**config.mk**
```make
export PLATFORM = sky130hd
export DESIGN_NAME = keyed_wdt
export DESIGN_NICKNAME = d
export VERILOG_FILES = /design/src/rtl/wdt_pkg.sv /design/src/rtl/wdt_ctrl.sv /design/src/rtl/wdt_datapath.sv /design/src/rtl/keyed_wdt.sv
export SDC_FILE = /design/constraint.sdc
export NUM_CORES = 1
export LEC_CHECK = 0
export CAP_MARGIN = 20
export CORE_MARGIN = 4
export CORE_UTILIZATION = 45
export DETAILED_ROUTE_END_ITERATION = 8
export HOLD_SLACK_MARGIN = 0.15
export SLEW_MARGIN = 10
export SYNTH_ARGS = -nofsm -noshare
export SYNTH_HDL_FRONTEND = slang
export SYNTH_HIERARCHICAL = 1
export SYNTH_SLANG_ARGS = --single-unit
```
**constraint.sdc**
```tcl
create_clock -name clk -period 11.55 [get_ports clk]
set_clock_uncertainty 0.05 [all_clocks]
set_input_delay 2.8875 -clock clk [delete_from_list [all_inputs] [get_ports clk]]
set_output_delay 2.8875 -clock clk [all_outputs]
set_load 0.01 [all_outputs]
```
**src/rtl/wdt_pkg.sv**
```systemverilog
package wdt_pkg;

  typedef enum logic [2:0] {
    A_REV    = 3'd0,
    A_SYSCFG = 3'd1,
    A_STATUS = 3'd2,
    A_CTRL   = 3'd3,
    A_COUNT  = 3'd4,
    A_LOAD   = 3'd5,
    A_TRIG   = 3'd6,
    A_KEYS   = 3'd7
  } regAddr_e;

  localparam int NUM_CH  = 4;
  localparam int CH_CTRL = 0;
  localparam int CH_LOAD = 1;
  localparam int CH_TRIG = 2;
  localparam int CH_KEYS = 3;

  localparam int CTRL_W  = 6;

  localparam logic [31:0] KEY_ARM_A = 32'h0000_BBBB;
  localparam logic [31:0] KEY_ARM_B = 32'h0000_4444;
  localparam logic [31:0] KEY_DIS_A = 32'h0000_AAAA;
  localparam logic [31:0] KEY_DIS_B = 32'h0000_5555;

  typedef enum logic [1:0] {
    K_IDLE = 2'd0,
    K_ARM  = 2'd1,
    K_DIS  = 2'd2
  } keyStage_e;

  typedef struct packed {
    logic ctrlCommit;
    logic loadCommit;
    logic reload;
    logic runSet;
    logic runClr;
  } dpStrobe_t;

  function automatic logic [2:0] chAddr(int ch);
    case (ch)
      CH_CTRL: chAddr = A_CTRL;
      CH_LOAD: chAddr = A_LOAD;
      CH_TRIG: chAddr = A_TRIG;
      default: chAddr = A_KEYS;
    endcase
  endfunction

endpackage

```
**src/rtl/wdt_ctrl.sv**
```systemverilog
module wdt_ctrl
  import wdt_pkg::*;
#(
  parameter int DATA_W     = 32,
  parameter int COUNT_W    = 32,
  parameter int SYNC_TICKS = 2,
  parameter logic [7:0] REV_CODE = 8'h31
) (
  input  logic                clk,
  input  logic                rstN,
  input  logic                tick,
  input  logic                wrEn,
  input  logic [2:0]          addr,
  input  logic [DATA_W-1:0]   wrData,
  output logic [DATA_W-1:0]   rdData,
  output dpStrobe_t           strb,
  output logic [CTRL_W-1:0]   ctrlShadow,
  output logic [COUNT_W-1:0]  loadShadow,
  output logic [NUM_CH-1:0]   pendVec,
  input  logic [COUNT_W-1:0]  dpCount,
  input  logic [COUNT_W-1:0]  dpLoad,
  input  logic [CTRL_W-1:0]   dpCtrl
);

  localparam int SC_W = $clog2(SYNC_TICKS + 1);

  logic [NUM_CH-1:0] commit;

  // one posted-write channel per tracked register
  for (genvar g = 0; g < NUM_CH; g++) begin : gCh
    logic [DATA_W-1:0] shadowR;
    logic [SC_W-1:0]   left;
    logic              hit;
    assign hit = wrEn && (addr == chAddr(g));

    always_ff @(posedge clk) begin
      if (!rstN) begin
        shadowR    <= '0;
        pendVec[g] <= 1'b0;
        left       <= '0;
      end else if (hit) begin
        shadowR    <= wrData;
        pendVec[g] <= 1'b1;
        left       <= SC_W'(SYNC_TICKS);
      end else if (tick && pendVec[g]) begin
        if (left == SC_W'(1)) pendVec[g] <= 1'b0;
        left <= left - SC_W'(1);
      end
    end

    assign commit[g] = tick && pendVec[g] && !hit && (left == SC_W'(1));
  end

  logic [DATA_W-1:0] keysVal, trigVal;
  assign keysVal    = gCh[CH_KEYS].shadowR;
  assign trigVal    = gCh[CH_TRIG].shadowR;
  assign ctrlShadow = gCh[CH_CTRL].shadowR[CTRL_W-1:0];
  assign loadShadow = gCh[CH_LOAD].shadowR[COUNT_W-1:0];

  // key sequence
  keyStage_e stage;
  logic      isArmA, isArmB, isDisA, isDisB;
  assign isArmA = (keysVal == DATA_W'(KEY_ARM_A));
  assign isArmB = (keysVal == DATA_W'(KEY_ARM_B));
  assign isDisA = (keysVal == DATA_W'(KEY_DIS_A));
  assign isDisB = (keysVal == DATA_W'(KEY_DIS_B));

  always_ff @(posedge clk) begin
    if (!rstN) begin
      stage <= K_IDLE;
    end else if (commit[CH_KEYS]) begin
      if (isArmA)      stage <= K_ARM;
      else if (isDisA) stage <= K_DIS;
      else             stage <= K_IDLE;
    end
  end

  // trigger history
  logic [DATA_W-1:0] lastTrig;
  always_ff @(posedge clk) begin
    if (!rstN)                 lastTrig <= '0;
    else if (commit[CH_TRIG])  lastTrig <= trigVal;
  end

  // interface gating bit: direct, unposted, passive
  logic sysCfg;
  always_ff @(posedge clk) begin
    if (!rstN)                          sysCfg <= 1'b0;
    else if (wrEn && addr == A_SYSCFG)  sysCfg <= wrData[0];
  end

  always_comb begin
    strb            = '0;
    strb.ctrlCommit = commit[CH_CTRL];
    strb.loadCommit = commit[CH_LOAD];
    strb.reload     = commit[CH_TRIG] && (trigVal != lastTrig);
    strb.runSet     = commit[CH_KEYS] && (stage == K_ARM) && isArmB;
    strb.runClr     = commit[CH_KEYS] && (stage == K_DIS) && isDisB;
  end

  always_comb begin
    rdData = '0;
    case (addr)
      A_REV:    rdData[7:0] = REV_CODE;
      A_SYSCFG: rdData[0]   = sysCfg;
      A_STATUS: begin
        rdData[0] = pendVec[CH_CTRL];
        rdData[2] = pendVec[CH_LOAD];
        rdData[3] = pendVec[CH_TRIG];
        rdData[4] = pendVec[CH_KEYS];
      end
      A_CTRL:   rdData[CTRL_W-1:0]  = dpCtrl;
      A_COUNT:  rdData[COUNT_W-1:0] = dpCount;
      A_LOAD:   rdData[COUNT_W-1:0] = dpLoad;
      A_TRIG:   rdData = trigVal;
      default:  rdData = keysVal;
    endcase
  end

endmodule

```
**src/rtl/wdt_datapath.sv**
```systemverilog
module wdt_datapath
  import wdt_pkg::*;
#(
  parameter int COUNT_W    = 32,
  parameter int RST_CYCLES = 16
) (
  input  logic               clk,
  input  logic               rstN,
  input  logic               tick,
  input  dpStrobe_t          strb,
  input  logic [CTRL_W-1:0]  ctrlShadow,
  input  logic [COUNT_W-1:0] loadShadow,
  output logic [COUNT_W-1:0] count,
  output logic [COUNT_W-1:0] loadReg,
  output logic [CTRL_W-1:0]  ctrlReg,
  output logic               running,
  output logic               wdtReset
);

  localparam int EXP_W = 3;
  localparam int PRE_W = (1 << EXP_W) - 1;
  localparam int RW    = $clog2(RST_CYCLES + 1);

  logic              preEn;
  logic [EXP_W-1:0]  preExp;
  logic [PRE_W-1:0]  preCnt, preLimit;
  logic              advance, atTop;
  logic [COUNT_W-1:0] reloadVal;
  logic [RW-1:0]     rstLeft;

  assign preEn     = ctrlReg[5];
  assign preExp    = ctrlReg[4:2];
  assign preLimit  = ~({PRE_W{1'b1}} << preExp);
  assign advance   = tick && running && (!preEn || preCnt == preLimit);
  assign atTop     = (count == {COUNT_W{1'b1}});
  assign reloadVal = strb.loadCommit ? loadShadow : loadReg;

  always_ff @(posedge clk) begin
    if (!rstN) begin
      ctrlReg <= '0;
      loadReg <= '0;
      running <= 1'b0;
    end else begin
      if (strb.ctrlCommit) ctrlReg <= ctrlShadow;
      if (strb.loadCommit) loadReg <= loadShadow;
      if (strb.runSet)      running <= 1'b1;
      else if (strb.runClr) running <= 1'b0;
    end
  end

  always_ff @(posedge clk) begin
    if (!rstN)                             preCnt <= '0;
    else if (strb.reload || strb.ctrlCommit) preCnt <= '0;
    else if (tick && running)              preCnt <= advance ? '0 : preCnt + PRE_W'(1);
  end

  always_ff @(posedge clk) begin
    if (!rstN)            count <= '0;
    else if (strb.reload) count <= reloadVal;
    else if (advance)     count <= atTop ? loadReg : count + COUNT_W'(1);
  end

  always_ff @(posedge clk) begin
    if (!rstN)                                rstLeft <= '0;
    else if (advance && atTop && !strb.reload) rstLeft <= RW'(RST_CYCLES);
    else if (rstLeft != '0)                   rstLeft <= rstLeft - RW'(1);
  end

  assign wdtReset = (rstLeft != '0);

endmodule

```
**src/rtl/keyed_wdt.sv**
```systemverilog
module keyed_wdt
  import wdt_pkg::*;
#(
  parameter int DATA_W     = 32,
  parameter int COUNT_W    = 32,
  parameter int SYNC_TICKS = 2,
  parameter int RST_CYCLES = 16,
  parameter logic [7:0] REV_CODE = 8'h31
) (
  input  logic              clk,
  input  logic              rstN,
  input  logic              tick,
  input  logic              wrEn,
  input  logic [2:0]        addr,
  input  logic [DATA_W-1:0] wrData,
  output logic [DATA_W-1:0] rdData,
  output logic              wdtReset
);

  dpStrobe_t          strb;
  logic [CTRL_W-1:0]  ctrlShadow, dpCtrl;
  logic [COUNT_W-1:0] loadShadow, dpCount, dpLoad;
  logic [NUM_CH-1:0]  ctlPend;
  logic               dpRunning;

  wdt_ctrl #(
    .DATA_W(DATA_W), .COUNT_W(COUNT_W),
    .SYNC_TICKS(SYNC_TICKS), .REV_CODE(REV_CODE)
  ) uCtrl (
    .clk(clk), .rstN(rstN), .tick(tick), .wrEn(wrEn), .addr(addr),
    .wrData(wrData), .rdData(rdData), .strb(strb),
    .ctrlShadow(ctrlShadow), .loadShadow(loadShadow), .pendVec(ctlPend),
    .dpCount(dpCount), .dpLoad(dpLoad), .dpCtrl(dpCtrl)
  );

  wdt_datapath #(
    .COUNT_W(COUNT_W), .RST_CYCLES(RST_CYCLES)
  ) uDp (
    .clk(clk), .rstN(rstN), .tick(tick), .strb(strb),
    .ctrlShadow(ctrlShadow), .loadShadow(loadShadow),
    .count(dpCount), .loadReg(dpLoad), .ctrlReg(dpCtrl),
    .running(dpRunning), .wdtReset(wdtReset)
  );

endmodule

```
==> results of run 1 <==
layer usage:
metal  vias up  global-route usage  routed length (um)
met5         -                   0                   0
met4         0              0.0459                 547
met3        36              0.0366                2610
met2       349               0.378               16000
met1      4720               0.365               16700
li1       4826                   -                   -
worst max-delay path: stages:
cell and delay (ns):
buf_2 0.75, nor2b_2 0.20, o21ai_0 0.31, o2111ai_1 0.15
a21oi_1 0.18, clkdlybuf4s50_1 0.56
logic make-up (layout without fill, tap and decap cells):
| logic type | Yosys count | after routing |
|---|---|---|
| multiplexers | 87 | 87 |
| flip-flops | 232 | 232 |
| buffers and inverters | 122 | 158 |
| AND/OR/NAND/NOR | 566 | 566 |
| AO/OA/AOI/OAI | 297 | 297 |
| XOR/XNOR | 47 | 47 |
| adder cells (fa/ha/maj) | 8 | 8 |
power by group:
group	internal (mW)	switching, mW
Combinational	0.0690	0.0835
Sequential	0.818	0.0174
Clock	0.488	0.335
Total	1.38	0.435
cells in the mapped netlist (all sizes together), types with 5 or more instances:
| cell | instances | area share |
|---|---|---|
| dfxtp | 232 | 0.40 |
| o32ai | 7 | 0.0052 |
| and4 | 6 | 0.0045 |
| xnor2 | 42 | 0.031 |
| a21boi | 139 | 0.089 |
| and3 | 12 | 0.0064 |
| nand2 | 317 | 0.10 |
| nor2b | 13 | 0.0072 |
| a31oi | 9 | 0.0053 |
| nand4 | 26 | 0.016 |
| nor4 | 14 | 0.0080 |
| nor3 | 12 | 0.0051 |
| ha | 8 | 0.0085 |
| a21oi | 40 | 0.017 |
| mux2 | 6 | 0.0058 |
| o31ai | 8 | 0.0051 |
| o22ai | 6 | 0.0032 |
| o21a | 6 | 0.0038 |
| o211ai | 6 | 0.0038 |
| o21ai | 19 | 0.0081 |
| nor4b | 5 | 0.0037 |
| buf | 40 | 0.019 |
| xor2 | 5 | 0.0037 |
| and4b | 5 | 0.0043 |
| mux4 | 28 | 0.054 |
| nand3 | 25 | 0.012 |
| a211oi | 7 | 0.0045 |
| and2 | 33 | 0.018 |
| nor2 | 74 | 0.024 |
| nand2b | 8 | 0.0043 |
| a2111oi | 8 | 0.0060 |
| clkbuf | 60 | 0.019 |
| or3 | 5 | 0.0031 |
| mux2i | 53 | 0.045 |
| inv | 22 | 0.0071 |
final timing paths:
path                            slack, ns  cells past startpoint                     start                    to
worst max-delay path                 3.57                      6                   addr[1]             rdData[4]
worst min-delay path                 0.40                      2      uCtrl/loadShadow[21]  uCtrl/loadShadow[21]
worst min register to register       0.40                      2      uCtrl/loadShadow[21]  uCtrl/loadShadow[21]
worst max register to register       8.45                      8  uCtrl/gCh[2].shadowR[23]         uDp/preCnt[2]
final cells by class:
cell class,instances,area (um2),area share
Clock buffer,43,826,0.0617
Multi-Input combinational cell,1005,6560,0.490
Inverter,22,82.6,0.00617
Sequential cell,232,4640,0.347
Clock inverter,6,37.5,0.00281
Tap cell,330,413,0.0309
Timing Repair Buffer,87,818,0.0612
cells in the final DEF, fill, tap and decap left out, drive strengths merged, types with 9 or more instances in the layout:
| cell | count |
|---|---|
| nand2 | 317 |
| dfxtp | 232 |
| a21boi | 139 |
| nor2 | 74 |
| clkdlybuf4s50 | 68 |
| mux2i | 53 |
| clkbuf | 43 |
| xnor2 | 42 |
| a21oi | 40 |
| and2 | 33 |
| mux4 | 28 |
| nand4 | 26 |
| nand3 | 25 |
| inv | 24 |
| o21ai | 19 |
| buf | 19 |
| nor4 | 14 |
| nor2b | 13 |
| nor3 | 12 |
| and3 | 12 |
| a31oi | 9 |
stage by stage:
stage          hold WS (ns)  cells  setup WS (ns)  utilization
2_1_floorplan         0.385   1359           4.54            -
3_3_place_gp          0.395   1676           3.65        0.493
3_5_place_dp          0.395   1676           3.63        0.493
4_1_cts               0.402   1725           3.62        0.527
5_1_grt               0.416   1725           3.42        0.527
6_report              0.401   1725           3.57        0.527
registers in the layout (all words and copies together) (netlist names):
register	count
uDp/loadReg	32
uDp/preCnt	7
uDp/running	1
uCtrl/stage	2
uCtrl/loadShadow	32
uDp/count	32
uCtrl/gCh.left	8
uCtrl/gCh.shadowR	70
uDp/rstLeft	5
uCtrl/sysCfg	1
uCtrl/lastTrig	32
uDp/ctrlReg	6
uCtrl/pendVec	4
==> flow_summary.json, run 1 <==
{
  "status": "completed",
  "start_util": 0.461,
  "critical_path.endpoint_type": "output pin",
  "ys_ff_latch": 232,
  "crit_path_start_kind": "primary input",
  "grt_pass1_wl_um": 55400,
  "cp.arrival_ns": 5.04,
  "worstPathMaxFanout": 45,
  "antenna_found_initial": 1,
  "drc": 0,
  "antenna_left": 0,
  "worst_pin_slew_ns": 1.07,
  "cts_made_buffers": 27,
  "clk_path_buf_depth": 3,
  "grt_pass1_vias": 9168,
  "cts_resized": 0,
  "synth_fa_ha_area_frac": 0.00855,
  "clk_pin_slew_worst_paths_ns": 0.06,
  "synth.avg_cell_area_um2": 8.62,
  "synth_edf_count": 0,
  "setup_viol": 0,
  "synth.distinct_cells": 74,
  "ios": 72,
  "drive_above_1_share": 0.0817,
  "fillers": 2434,
  "slew_viol_final": 0,
  "synth-simple-area-share": 0.225,
  "track_usage": 0.244,
  "yosysWarnings": 6,
  "drtIter0Drc": 950,
  "dp_hpwl_um": 25200,
  "worstPathRequired_ns": 8.61,
  "tritoncts": "yes",
  "synth.area.mux_share": 0.105,
  "coreArea_mm2": 0.0254,
  "placementRows": 58,
  "grt-ovfl-total": 0,
  "ys_seq_area_frac": 0.397,
  "synth_top_family_by_area": "simple AND/OR/NAND/NOR gates",
  "first_pass_iters": 5,
  "hold_viol": 0,
  "ctsHoldBuffers": 0,
  "area_growth_pct": 14.3,
  "finalCriticalPeriod_ns": 7.98,
  "vias": 9931,
  "stdcell_area_mm2": 0.0134,
  "holdCritPathClass": "flop to flop",
  "tns_ns": 0,
  "root_buffer": "clkbuf_16",
  "wl_per_cell_um": 20.8,
  "cap_violations": 0,
  "clkSinkCount": 232,
  "ir_drop_v": 0.000102,
  "postSynthNetCount": 1406,
  "finalCritPeriodShare": 0.691,
  "syn-cell-area_mm2": 0.0117,
  "rsz0062_at_grt": "no",
  "synth-async-reset-ratio": 0,
  "synthesis.instances": 1359,
  "cellLeakagePower_nw": 4.44,
  "nets": 1422,
  "fin_total_pwr_mw": 1.81,
  "die_x_um": 169,
  "synth_compound_area_frac": 0.184,
  "clock_latency_ns": 0.53,
  "power_density_mw_per_mm2": 135,
  "via_per_inst": 5.76,
  "numPortBuffers": 71,
  "synth_xor_area_frac": 0.0352,
  "cts_setup_buffers": 0,
  "synthFlopType": "dfxtp_1",
  "grt_max_degree": 114,
  "placed_area_mm2": 0.0125,
  "slew_headroom": 0.281,
  "diodes": 0,
  "die-area_mm2": 0.0287,
  "timing.fmax_mhz": 125,
  "routabilityCongestion": 0.900,
  "crit_type": "primary input to output pin",
  "htree_levels": 1,
  "wl_um": 35900,
  "die_h_um": 169
}
Power figures use the tool's default switching activity.
==> run 2, diff against run 1 <==
PLACE_DENSITY = 0.66   (was not set)
clock period = 6.66 ns   (was 11.55 ns; I/O delays follow)
==> run 2 against run 1 <==
  * Hold slack gained 0.0067 ns
  * Non-clock buffer count is 5 higher
  * Cell count up 0.12%
  * Sequential power rose by 73%
  * Power up 78%
  * Via count increased by 1.2%
  * Flip-flop and latch count stayed put
  * Clock power increased by 84%
  * Register-to-register slack got worse by 5.0 ns
  * Count of clock-buffer cells in the layout shrank 6
  * Die area unchanged
  * Critical endpoint is now rdData[25]
  * Largest cell class unchanged
  * Largest power group is now the clock network
  * Highest routed layer unchanged
==> flow_summary.json, run 2 (synthesis gave the netlist of run 1 again) <==
{
  "routabilityCongestion": 0.914,
  "coreArea_mm2": 0.0254,
  "grt_pass1_vias": 9198,
  "htree_levels": 1,
  "holdCritPathClass": "flop to flop",
  "die_h_um": 169,
  "dp_cells": 1681,
  "wl_per_cell_um": 20.2,
  "die_x_um": 169,
  "tritoncts": "yes",
  "tns_ns": 0,
  "die-area_mm2": 0.0287,
  "multi_input_area_mm2": 0.00656,
  "wl_um": 35000,
  "reg2reg_to": "uDp/count[1]",
  "dp_hpwl_um": 24600,
  "clk_pin_slew_worst_paths_ns": 0.06,
  "crit_path_start_kind": "primary input",
  "critical_path.endpoint_type": "output pin",
  "final_cells": 1727,
  "drive_above_1_share": 0.0830,
  "finalCriticalPeriod_ns": 5.72,
  "track_usage": 0.235,
  "placementRows": 58,
  "ir_drop_v": 0.000182,
  "status": "completed",
  "drtIter0Drc": 996,
  "slew_viol_final": 0,
  "cts_resized": 0,
  "worstHoldStart": "uCtrl/loadShadow[21]",
  "grt-ovfl-total": 0,
  "antenna_left": 0,
  "clock_latency_ns": 0.54,
  "setup_ws_ns": 0.941,
  "start_util": 0.461,
  "worst_pin_slew_ns": 1.09,
  "final_cell_mix": "317 x nand2_1, 232 x dfxtp_1, 129 x a21boi_0",
  "final_core_util": 0.531,
  "dpl_worst_slack_ns": 0.906,
  "rsz0062_at_grt": "no",
  "hold_viol": 0,
  "worstPathRequired_ns": 4.95,
  "r2r_setup_slack_ns": 3.40,
  "top_register": "uCtrl/gCh.shadowR",
  "drc": 0,
  "nets": 1426,
  "worstPathMaxFanout": 36,
  "area_growth_pct": 15.2,
  "max_stage_delay_ns": 0.72,
  "min_to": "uCtrl/loadShadow[21]",
  "ctsHoldBuffers": 0,
  "antenna_found_initial": 0,
  "seq_area_mm2": 0.00464,
  "via_per_inst": 5.82,
  "reg2regPathDepth": 6,
  "worst-path-buf-inv": 3,
  "crit_type": "primary input to output pin",
  "layout_commonest_cell": "nand2_1",
  "setup_viol": 0,
  "rr_startpoint": "uDp/count[12]",
  "holdPathStages": 2,
  "root_buffer": "clkbuf_16",
  "grt_pass1_wl_um": 54100,
  "largest_reg_flops": 70,
  "slew_headroom": 0.273,
  "ios": 72,
  "cts_made_buffers": 26,
  "timing.fmax_mhz": 175,
  "vias": 10100,
  "cts_setup_buffers": 0,
  "finalCritPeriodShare": 0.859,
  "diodes": 0,
  "clkSinkCount": 232,
  "cp.arrival_ns": 4.00,
  "crit_slowest_cell": "buf_2",
  "clk_path_buf_depth": 3,
  "crit_chain": "buf_2, buf_4, mux4_2, and2_1, clkdlybuf4s50_1",
  "cellLeakagePower_nw": 4.49,
  "grt_max_degree": 88,
  "path_delay_family": "buffers and inverters",
  "cap_violations": 0,
  "first_pass_iters": 6,
  "numPortBuffers": 71,
  "fillers": 2379,
  "power_density_mw_per_mm2": 239
}
run 2: final cells by class:
class,count,area share
Multi-Input combinational cell,1005,0.487
Sequential cell,232,0.344
Timing Repair Buffer,92,0.0659
Clock buffer,37,0.0550
Tap cell,330,0.0306
Clock inverter,9,0.0116
Inverter,22,0.00612
run 2: power by group:
| group | total [mW] | leakage, nW | internal (mW) | switching [mW] |
|---|---|---|---|---|
| Sequential | 1.45 | 1.87 | 1.42 | 0.0296 |
| Clock | 1.51 | 0.443 | 0.927 | 0.583 |
| Combinational | 0.262 | 2.17 | 0.119 | 0.143 |
run 2: worst max-delay path by stage:
stage,startpoint,to,slack [ns],depth (start not counted)
floorplan,addr[0],rdData[9],2.09,4
global route,addr[0],rdData[25],0.77,5
finish,addr[0],rdData[25],0.94,5
detailed placement,addr[0],rdData[14],0.91,5
CTS,addr[0],rdData[14],0.90,5
global placement,addr[0],rdData[14],0.93,5
run 2: through the flow:
| step | total power [mW] | area, um2 | hold slack, ns |
|---|---|---|---|
| 4_1_cts | 3.24 | 13500 | 0.410 |
| 6_report | 3.22 | 13500 | 0.408 |
| 5_1_grt | 3.33 | 13500 | 0.435 |
| 3_5_place_dp | 1.74 | 12600 | 0.402 |
| 3_3_place_gp | 1.74 | 12600 | 0.399 |
| 2_1_floorplan | 1.64 | 11700 | 0.385 |
run 2: worst min-delay path: stages, from the launching register on:
cell      delay (ns)
dfxtp_1         0.31
nand2_1         0.05
a21boi_1        0.05
run 2: layer usage:
layer | up-vias | track usage | part of all wire
met4 | 0 | 0.0592 | 0.024
met3 | 58 | 0.0373 | 0.066
li1 | 4821 | - | -
met1 | 4835 | 0.345 | 0.46
met5 | - | 0 | 0
met2 | 340 | 0.365 | 0.45
